**src/rtl/vic_nest_pkg.sv**
```systemverilog
package vic_nest_pkg;

    // Default geometry of the engine.
    localparam int VIC_SLOTS = 16;
    localparam int VIC_SRCS  = 32;
    localparam int VIC_DW    = 32;
    localparam int VIC_AW    = 12;

    // Byte offsets decoded by the engine.
    localparam logic [11:0] OFS_VEC       = 12'h030;
    localparam logic [11:0] OFS_DEF       = 12'h034;
    localparam logic [11:0] OFS_SLOT_ADDR = 12'h100;
    localparam logic [11:0] OFS_SLOT_CTRL = 12'h200;

    // Control byte layout: enable flag above the source number.
    localparam int CTRL_W      = 8;
    localparam int CTRL_EN_BIT = 5;

    // Operation performed on the nesting state in a given cycle.
    typedef enum logic [2:0] {
        VOP_NONE,
        VOP_GRANT,
        VOP_DEFAULT,
        VOP_RESTORE,
        VOP_IDLE_WR
    } vec_op_e;

endpackage

```
**src/rtl/vic_slot_regs.sv**
```systemverilog
module vic_slot_regs
    import vic_nest_pkg::*;
#(
    parameter int NSLOT = VIC_SLOTS,
    parameter int DW    = VIC_DW,
    parameter int AW    = VIC_AW
) (
    input  logic                          clk,
    input  logic                          rst_n,
    input  logic                          wr_en,
    input  logic [AW-1:0]                 addr,
    input  logic [DW-1:0]                 wdata,
    output logic [NSLOT-1:0][DW-1:0]      slot_addr,
    output logic [NSLOT-1:0][CTRL_W-1:0]  slot_ctrl,
    output logic [DW-1:0]                 def_addr,
    output logic [DW-1:0]                 reg_rdata
);

    logic [NSLOT-1:0] addr_hit;
    logic [NSLOT-1:0] ctrl_hit;
    logic             def_hit;

    assign def_hit = (addr == AW'(OFS_DEF));

    // One word per slot in each of the two regions.
    for (genvar k = 0; k < NSLOT; k++) begin : g_dec
        assign addr_hit[k] = (addr == AW'(OFS_SLOT_ADDR + 4 * k));
        assign ctrl_hit[k] = (addr == AW'(OFS_SLOT_CTRL + 4 * k));
    end

    always_ff @(posedge clk) begin
        if (!rst_n) begin
            slot_addr <= '0;
            slot_ctrl <= '0;
        end else if (wr_en) begin
            for (int k = 0; k < NSLOT; k++) begin
                if (addr_hit[k]) slot_addr[k] <= wdata;
                if (ctrl_hit[k]) slot_ctrl[k] <= wdata[CTRL_W-1:0];
            end
        end
    end

    always_ff @(posedge clk) begin
        if (!rst_n) begin
            def_addr <= '0;
        end else if (wr_en && def_hit) begin
            def_addr <= wdata;
        end
    end

    // Readback of the plain storage; unmapped offsets give zero.
    always_comb begin
        reg_rdata = '0;
        if (def_hit) reg_rdata = def_addr;
        for (int k = 0; k < NSLOT; k++) begin
            if (addr_hit[k]) reg_rdata = slot_addr[k];
            if (ctrl_hit[k]) reg_rdata = DW'(slot_ctrl[k]);
        end
    end

    p_ctrl_capture_r2: assert property (@(posedge clk) disable iff (!rst_n)
        (wr_en && ctrl_hit[0]) |=> (slot_ctrl[0] == $past(wdata[CTRL_W-1:0])));

    p_def_capture_r2: assert property (@(posedge clk) disable iff (!rst_n)
        (wr_en && def_hit) |=> (def_addr == $past(wdata)));

endmodule

```
**src/rtl/vic_mask_gen.sv**
```systemverilog
module vic_mask_gen
    import vic_nest_pkg::*;
#(
    parameter int NSLOT = VIC_SLOTS,
    parameter int NSRC  = VIC_SRCS
) (
    input  logic [NSLOT-1:0][CTRL_W-1:0] slot_ctrl,
    output logic [NSLOT-1:0][NSRC-1:0]   slot_hot,
    output logic [NSLOT+1:0][NSRC-1:0]   lvl_mask
);

    localparam int SRCW = $clog2(NSRC);

    // Only the enable flag and the source field steer the masks.
    logic ctrl_unused;
    assign ctrl_unused = ^slot_ctrl;

    // Level 0 is outranked by nothing.
    assign lvl_mask[0] = '0;

    // Each level adds the source of the slot just above it.
    for (genvar k = 0; k < NSLOT; k++) begin : g_lvl
        logic [SRCW-1:0] src;
        assign src         = slot_ctrl[k][SRCW-1:0];
        assign slot_hot[k] = slot_ctrl[k][CTRL_EN_BIT] ? (NSRC'(1) << src) : '0;
        assign lvl_mask[k+1] = lvl_mask[k] | slot_hot[k];
    end

    // Idle level lets every source through.
    assign lvl_mask[NSLOT+1] = '1;

endmodule

```
**src/rtl/vic_level_stack.sv**
```systemverilog
module vic_level_stack
    import vic_nest_pkg::*;
#(
    parameter int NSLOT = VIC_SLOTS,
    parameter int NSRC  = VIC_SRCS,
    parameter int DW    = VIC_DW,
    parameter int LVLW  = $clog2(NSLOT + 2)
) (
    input  logic                        clk,
    input  logic                        rst_n,
    input  logic                        vec_rd,
    input  logic                        vec_wr,
    input  logic [NSRC-1:0]             pend_src,
    input  logic [NSLOT-1:0][NSRC-1:0]  slot_hot,
    input  logic [NSLOT-1:0][DW-1:0]    slot_addr,
    input  logic [DW-1:0]               def_addr,
    output logic [LVLW-1:0]             cur_level,
    output logic [DW-1:0]               vec_rdata
);

    localparam int                SLW      = $clog2(NSLOT);
    localparam logic [LVLW-1:0]   DEF_LVL  = LVLW'(NSLOT);
    localparam logic [LVLW-1:0]   IDLE_LVL = LVLW'(NSLOT + 1);

    logic                        found;
    logic [LVLW-1:0]             win;
    vec_op_e                     op;
    logic [LVLW-1:0]             nxt_level;
    logic [NSLOT:0][LVLW-1:0]    prev_lvl;

    // Search the levels that outrank the current one, highest first.
    always_comb begin
        found = 1'b0;
        win   = DEF_LVL;
        for (int l = 0; l < NSLOT; l++) begin
            if (!found && (LVLW'(l) < cur_level) && (|(pend_src & slot_hot[l]))) begin
                found = 1'b1;
                win   = LVLW'(l);
            end
        end
        if (!found && (DEF_LVL < cur_level) && (|pend_src)) begin
            found = 1'b1;
            win   = DEF_LVL;
        end
    end

    // Operation decode for this cycle.
    always_comb begin
        if (vec_wr) begin
            op = (cur_level == IDLE_LVL) ? VOP_IDLE_WR : VOP_RESTORE;
        end else if (vec_rd) begin
            op = found ? VOP_GRANT : VOP_DEFAULT;
        end else begin
            op = VOP_NONE;
        end
    end

    // Next level and returned vector for each operation.
    always_comb begin
        nxt_level = cur_level;
        vec_rdata = def_addr;
        unique case (op)
            VOP_NONE:    nxt_level = cur_level;
            VOP_GRANT: begin
                nxt_level = win;
                vec_rdata = (win == DEF_LVL) ? def_addr : slot_addr[win[SLW-1:0]];
            end
            VOP_DEFAULT: nxt_level = cur_level;
            VOP_RESTORE: nxt_level = prev_lvl[cur_level];
            VOP_IDLE_WR: nxt_level = cur_level;
            default:     nxt_level = cur_level;
        endcase
    end

    // Level register.
    always_ff @(posedge clk) begin
        if (!rst_n) begin
            cur_level <= IDLE_LVL;
        end else begin
            cur_level <= nxt_level;
        end
    end

    // Per-level record of the level to return to, written on grant only.
    always_ff @(posedge clk) begin
        if (!rst_n) begin
            for (int l = 0; l <= NSLOT; l++) prev_lvl[l] <= IDLE_LVL;
        end else if (op == VOP_GRANT) begin
            prev_lvl[win] <= cur_level;
        end
    end

    p_level_range_r5: assert property (@(posedge clk) disable iff (!rst_n)
        cur_level <= IDLE_LVL);

    p_grant_deeper_r5: assert property (@(posedge clk) disable iff (!rst_n)
        (op == VOP_GRANT) |=> (cur_level < $past(cur_level)));

    p_nogrant_hold_r6: assert property (@(posedge clk) disable iff (!rst_n)
        (vec_rd && !vec_wr && !found) |=> $stable(cur_level));

    p_idle_write_hold_r7: assert property (@(posedge clk) disable iff (!rst_n)
        (vec_wr && cur_level == IDLE_LVL) |=> (cur_level == IDLE_LVL));

    p_restore_up_r8: assert property (@(posedge clk) disable iff (!rst_n)
        (vec_wr && cur_level != IDLE_LVL) |=> (cur_level > $past(cur_level)));

endmodule

```
**src/rtl/vic_nest_engine.sv**
```systemverilog
module vic_nest_engine
    import vic_nest_pkg::*;
#(
    parameter int NSLOT = VIC_SLOTS,
    parameter int NSRC  = VIC_SRCS,
    parameter int DW    = VIC_DW,
    parameter int AW    = VIC_AW,
    parameter int LVLW  = $clog2(NSLOT + 2)
) (
    input  logic              clk,
    input  logic              rst_n,
    input  logic              wr_en,
    input  logic              rd_en,
    input  logic [AW-1:0]     addr,
    input  logic [DW-1:0]     wdata,
    input  logic [NSRC-1:0]   pend_src,
    input  logic [NSRC-1:0]   irq_src,
    output logic [DW-1:0]     rdata,
    output logic [NSRC-1:0]   prio_mask,
    output logic              irq_req,
    output logic [LVLW-1:0]   cur_level
);

    localparam logic [LVLW-1:0] IDLE_LVL = LVLW'(NSLOT + 1);

    logic                         vec_hit;
    logic                         vec_rd;
    logic                         vec_wr;
    logic [NSLOT-1:0][DW-1:0]     slot_addr;
    logic [NSLOT-1:0][CTRL_W-1:0] slot_ctrl;
    logic [DW-1:0]                def_addr;
    logic [DW-1:0]                reg_rdata;
    logic [DW-1:0]                vec_rdata;
    logic [NSLOT-1:0][NSRC-1:0]   slot_hot;
    logic [NSLOT+1:0][NSRC-1:0]   lvl_mask;

    assign vec_hit = (addr == AW'(OFS_VEC));
    assign vec_rd  = rd_en & vec_hit;
    assign vec_wr  = wr_en & vec_hit;

    vic_slot_regs #(
        .NSLOT (NSLOT),
        .DW    (DW),
        .AW    (AW)
    ) u_regs (
        .clk       (clk),
        .rst_n     (rst_n),
        .wr_en     (wr_en),
        .addr      (addr),
        .wdata     (wdata),
        .slot_addr (slot_addr),
        .slot_ctrl (slot_ctrl),
        .def_addr  (def_addr),
        .reg_rdata (reg_rdata)
    );

    vic_mask_gen #(
        .NSLOT (NSLOT),
        .NSRC  (NSRC)
    ) u_masks (
        .slot_ctrl (slot_ctrl),
        .slot_hot  (slot_hot),
        .lvl_mask  (lvl_mask)
    );

    vic_level_stack #(
        .NSLOT (NSLOT),
        .NSRC  (NSRC),
        .DW    (DW),
        .LVLW  (LVLW)
    ) u_stack (
        .clk       (clk),
        .rst_n     (rst_n),
        .vec_rd    (vec_rd),
        .vec_wr    (vec_wr),
        .pend_src  (pend_src),
        .slot_hot  (slot_hot),
        .slot_addr (slot_addr),
        .def_addr  (def_addr),
        .cur_level (cur_level),
        .vec_rdata (vec_rdata)
    );

    // Registered read data, held between reads.
    always_ff @(posedge clk) begin
        if (!rst_n) begin
            rdata <= '0;
        end else if (rd_en) begin
            rdata <= vec_hit ? vec_rdata : reg_rdata;
        end
    end

    assign prio_mask = lvl_mask[cur_level];
    assign irq_req   = |(irq_src & prio_mask);

    p_idle_mask_r3: assert property (@(posedge clk) disable iff (!rst_n)
        (cur_level == IDLE_LVL) |-> (&prio_mask));

    p_top_level_quiet_r4: assert property (@(posedge clk) disable iff (!rst_n)
        (cur_level == '0) |-> !irq_req);

    p_vec_read_default_r6: assert property (@(posedge clk) disable iff (!rst_n)
        (vec_rd && $stable(cur_level) && cur_level == '0) |=> (rdata == $past(def_addr)));

endmodule

```
**config.mk**
```make
export PLATFORM = sky130hd
export DESIGN_NAME = vic_nest_engine
export DESIGN_NICKNAME = d
export VERILOG_FILES = /design/src/rtl/vic_nest_pkg.sv /design/src/rtl/vic_slot_regs.sv /design/src/rtl/vic_mask_gen.sv /design/src/rtl/vic_level_stack.sv /design/src/rtl/vic_nest_engine.sv
export SDC_FILE = /design/constraint.sdc
export NUM_CORES = 2
export LEC_CHECK = 0
export BUFFER_PORTS_ARGS = -buffer_cell sky130_fd_sc_hd__buf_4
export CORE_ASPECT_RATIO = 1.75
export CORE_MARGIN = 1
export CORE_UTILIZATION = 40
export CTS_CLUSTER_DIAMETER = 40
export DETAILED_ROUTE_END_ITERATION = 7
export HOLD_SLACK_MARGIN = 0.02
export PLACE_DENSITY = 0.53
export SYNTH_ARGS = -nofsm -noshare
export SYNTH_HDL_FRONTEND = slang
export SYNTH_SLANG_ARGS = --single-unit
export TNS_END_PERCENT = 10
```
**constraint.sdc**
```tcl
create_clock -name clk -period 11.5 [get_ports clk]
set_input_delay 0.575 -clock clk [delete_from_list [all_inputs] [get_ports clk]]
set_output_delay 0.575 -clock clk [all_outputs]
set_load 0.05 [all_outputs]
```
==> flow_summary_export.csv <==
group,metric,value,unit
yosys,mappedNetlistArea,54790,µm²
finish,final_nets,7333,
drt,drt-met1-wl,115.2,mm
yosys,synth_area_leader_cell,"dfxtp_1",
yosys,synth_top_cells_by_count,"1807 x nand2_1, 794 x dfxtp_1, 710 x clkbuf_1, 681 x a21boi_0, 329 x nor2_1",
drt,drtPass1Iterations,8,
drt,wl_met3,42.35,mm
place,postPlaceCellArea,57110,µm²
global_route,overflow,0,
power_and_ir_drop,p_sw_frac,0.2610,
run_status,outcome,"complete, but fails checks",
yosys,ys_top_cells_by_area,"dfxtp_1 29%, nand2_1 12%, a21boi_0 9.3%",
floorplan,io_pins,182,
global_route,grt_usage,0.5351,
global_route,antenna_found_initial,66,
finish,stdcell_count,9144,
worst_setup_path,cp-start-kind,"register",
floorplan,initial_core_util,0.4030,
drt,drt_wl_total,372.7,mm
power_and_ir_drop,comb_power_share,0.061,
worst_setup_path,rrSetupSlack,3.20,ns
clock_network,clock_latency,0.71,ns
clock_network,ctsHtreeMaxLevel,3,
place,dp_slack,4.582,ns
clock_network,cts_hold_buf,0,
clock_network,path_clk_slew,0.07,ns
min_path,worstHoldPathCells,3,
drt,routed.top_layer,"met5",
place,io_buffers,181,
timing,min_period,8.299,ns
yosys,ys_ff_latch,794,
floorplan,dieWidth,281.8,µm
worst_setup_path,critPathCaptureType,"register",
timing,max_slew.worst_pin.slew,1.757,ns
yosys,async_reset_ff_frac,0,
drt,met2_length,162.1,mm
power_and_ir_drop,p_seq_frac,0.470,
clock_network,root_buffer,"clkbuf_16",
drt,vias,66700,
yosys,synth_flop_cell,"dfxtp_1",
yosys,synth.most_common_cell,"nand2_1",
timing,fin_skew,0.03118,ns
timing,setup_violations,0,
power_and_ir_drop,clockPowerShare,0.469,
clock_network,cts_sinks,794,
worst_setup_path,arrival,8.83,ns
timing,finalSetupTns,0,ns
timing,rsz0062_at_grt,"false",
worst_setup_path,ff2ff_path_depth,11,
power_and_ir_drop,internal_power,4.345,mW
yosys,ys_warn_count,0,
worst_setup_path,critical_path_class,"register to register",
timing,hold_viol_final,0,
yosys,syn_inst,7569,
global_route,grt_pass1_wl,518.2,mm
finish,fillers,14080,
timing,fin_ws,3.201,ns
place,gp_congestion,1.140,
global_route,grt_pass1_vias,62410,
floorplan,core,135900,µm²
clock_network,cts_resized,0,
drt,drc_errors,3,
yosys,syn_avg_cell_area,7.239,µm²
yosys,synth_edf_count,0,
drt,wl_per_cell,40.76,µm
timing,final_max_slew_viol_count,21,
yosys,synth_top_area_frac,0.2901,
yosys,yosysSeqAreaShare,0.2901,
timing,max-slew-margin-rel,-0.1717,
worst_setup_path,worstPathRequired,12.03,ns
finish,area_delta_synth_final,9.899,%
clock_network,post_cts_buffers,0,
finish,drive_gt1_frac,0.1038,
power_and_ir_drop,p_switching,1.534,mW
run_status,failed_checks,"design-rule violations, max-capacitance violations, max-slew violations",
floorplan,dieArea,138500,µm²
power_and_ir_drop,ir_drop,0.1494,mV
clock_network,cts_tree,"yes",
drt,dr.first_iter.drc_count,10550,
timing,fmax,120.5,MHz
floorplan,rows,179,
power_and_ir_drop,p_per_area,97.63,nW/µm²
drt,viasPerCell,7.294,
power_and_ir_drop,p_leak,18.03,nW
place,place_hpwl,252.1,mm
floorplan,die_y,491.6,µm
min_path,hp-class,"input port to register",
clock_network,max-clock-path-buffers,3,
finish,design_area,60220,µm²
job,cap_violations,8,
timing,post-route-period-util,0.7217,
power_and_ir_drop,power,5.879,mW
yosys,synth_cell_types,100,
global_route,grt_max_degree,236,
place,dp.cells,8933,
clock_network,numCtsBuffers,78,
yosys,synth_nets,7681,
worst_setup_path,path_max_fanout,46,
drt,route.antenna.remaining_nets,0,
==> placed cells by master, fill, tap and decap left out, drive strengths merged, types with 53 or more instances in the layout <==
cell type,Yosys,routed
mux2i,224,224
and2,54,54
clkbuf,711,106
a21boi,683,683
nor2,331,331
nand3,313,313
nand2,1808,1808
a211oi,53,53
dfxtp,794,794
a221oi,156,156
o22ai,140,140
nand4,78,78
nor2b,112,112
a22oi,190,190
a21oi,275,275
o211ai,66,66
buf,112,393
o21ai,281,281
a31oi,66,66
o221ai,95,95
a22o,66,66
nor3,81,81
==> critical path: stages (launching register included) <==
cell	delay, ns
dfxtp_1	1.06
mux2i_1	1.32
o22ai_2	0.74
a32o_1	0.43
o41ai_1	1.15
inv_1	0.09
nor2_1	0.29
o41a_2	0.82
buf_4	0.67
nand3_1	0.13
a21oi_1	1.13
o211ai_1	0.21
==> through the flow <==
stage,hold WS (ns),util
5_1_grt,0.2451,0.4424
3_3_place_gp,0.4280,0.4199
3_5_place_dp,0.4391,0.4201
2_1_floorplan,0.4112,-
6_report,0.2302,0.4429
4_1_cts,0.2095,0.4394
==> path summary, 6_finish.rpt <==
check / endpoint / startpoint
max: rdata[4]$_SDFFE_PN0P_ / u_regs.slot_ctrl[123]$_SDFFE_PN0P_
min: u_regs.slot_addr[348]$_SDFFE_PN0P_ / wdata[28]
max reg2reg: rdata[4]$_SDFFE_PN0P_ / u_regs.slot_ctrl[123]$_SDFFE_PN0P_
min reg2reg: u_stack.prev_lvl[79]$_SDFFE_PN1P_ / u_stack.prev_lvl[79]$_SDFFE_PN1P_
==> power groups by stage <==
stage | Sequential, mW | Clock [mW] | Combinational (mW)
after floorplan | 2.84 | 0 | 0.165
after global placement | 2.82 | 0 | 0.330
after detailed placement | 2.82 | 0 | 0.331
after CTS | 2.76 | 2.76 | 0.331
after global routing | 2.76 | 2.86 | 0.357
final | 2.76 | 2.76 | 0.358
==> flip-flops by register name, summed over array words and instances (netlist names) <==
name	count
rdata	32
u_regs.def_addr	32
u_regs.slot_addr	512
u_regs.slot_ctrl	128
u_stack.cur_level	5
u_stack.prev_lvl	85
==> area by class of cell <==
type | count | area [µm²] | area share
inverter | 41 | 153.9 | 0.002556
multi-input combinational | 5911 | 36050 | 0.5987
timing repair buffer | 395 | 3079 | 0.05114
clock buffer | 104 | 2183 | 0.03626
sequential | 794 | 15910 | 0.2642
tap | 1810 | 2265 | 0.03761
antenna | 50 | 125.1 | 0.002078
clock inverter | 39 | 446.7 | 0.007418
==> per-layer routing <==
metal / up-vias / GRT usage
li1: 27090 / -
met1: 31860 / 0.5239
met2: 5347 / 0.7926
met3: 2373 / 0.2288
met4: 36 / 0.6092
met5: - / 0.02422
==> logic make-up after synthesis <==
| group | Yosys count | share of synthesized area |
|---|---|---|
| compound gates | 2462 | 0.3261 |
| buf+inv | 864 | 0.06143 |
| flops | 794 | 0.2901 |
| mux | 276 | 0.05572 |
| simple gates | 3173 | 0.2667 |
No activity file was read; power rests on OpenSTA's default activity.
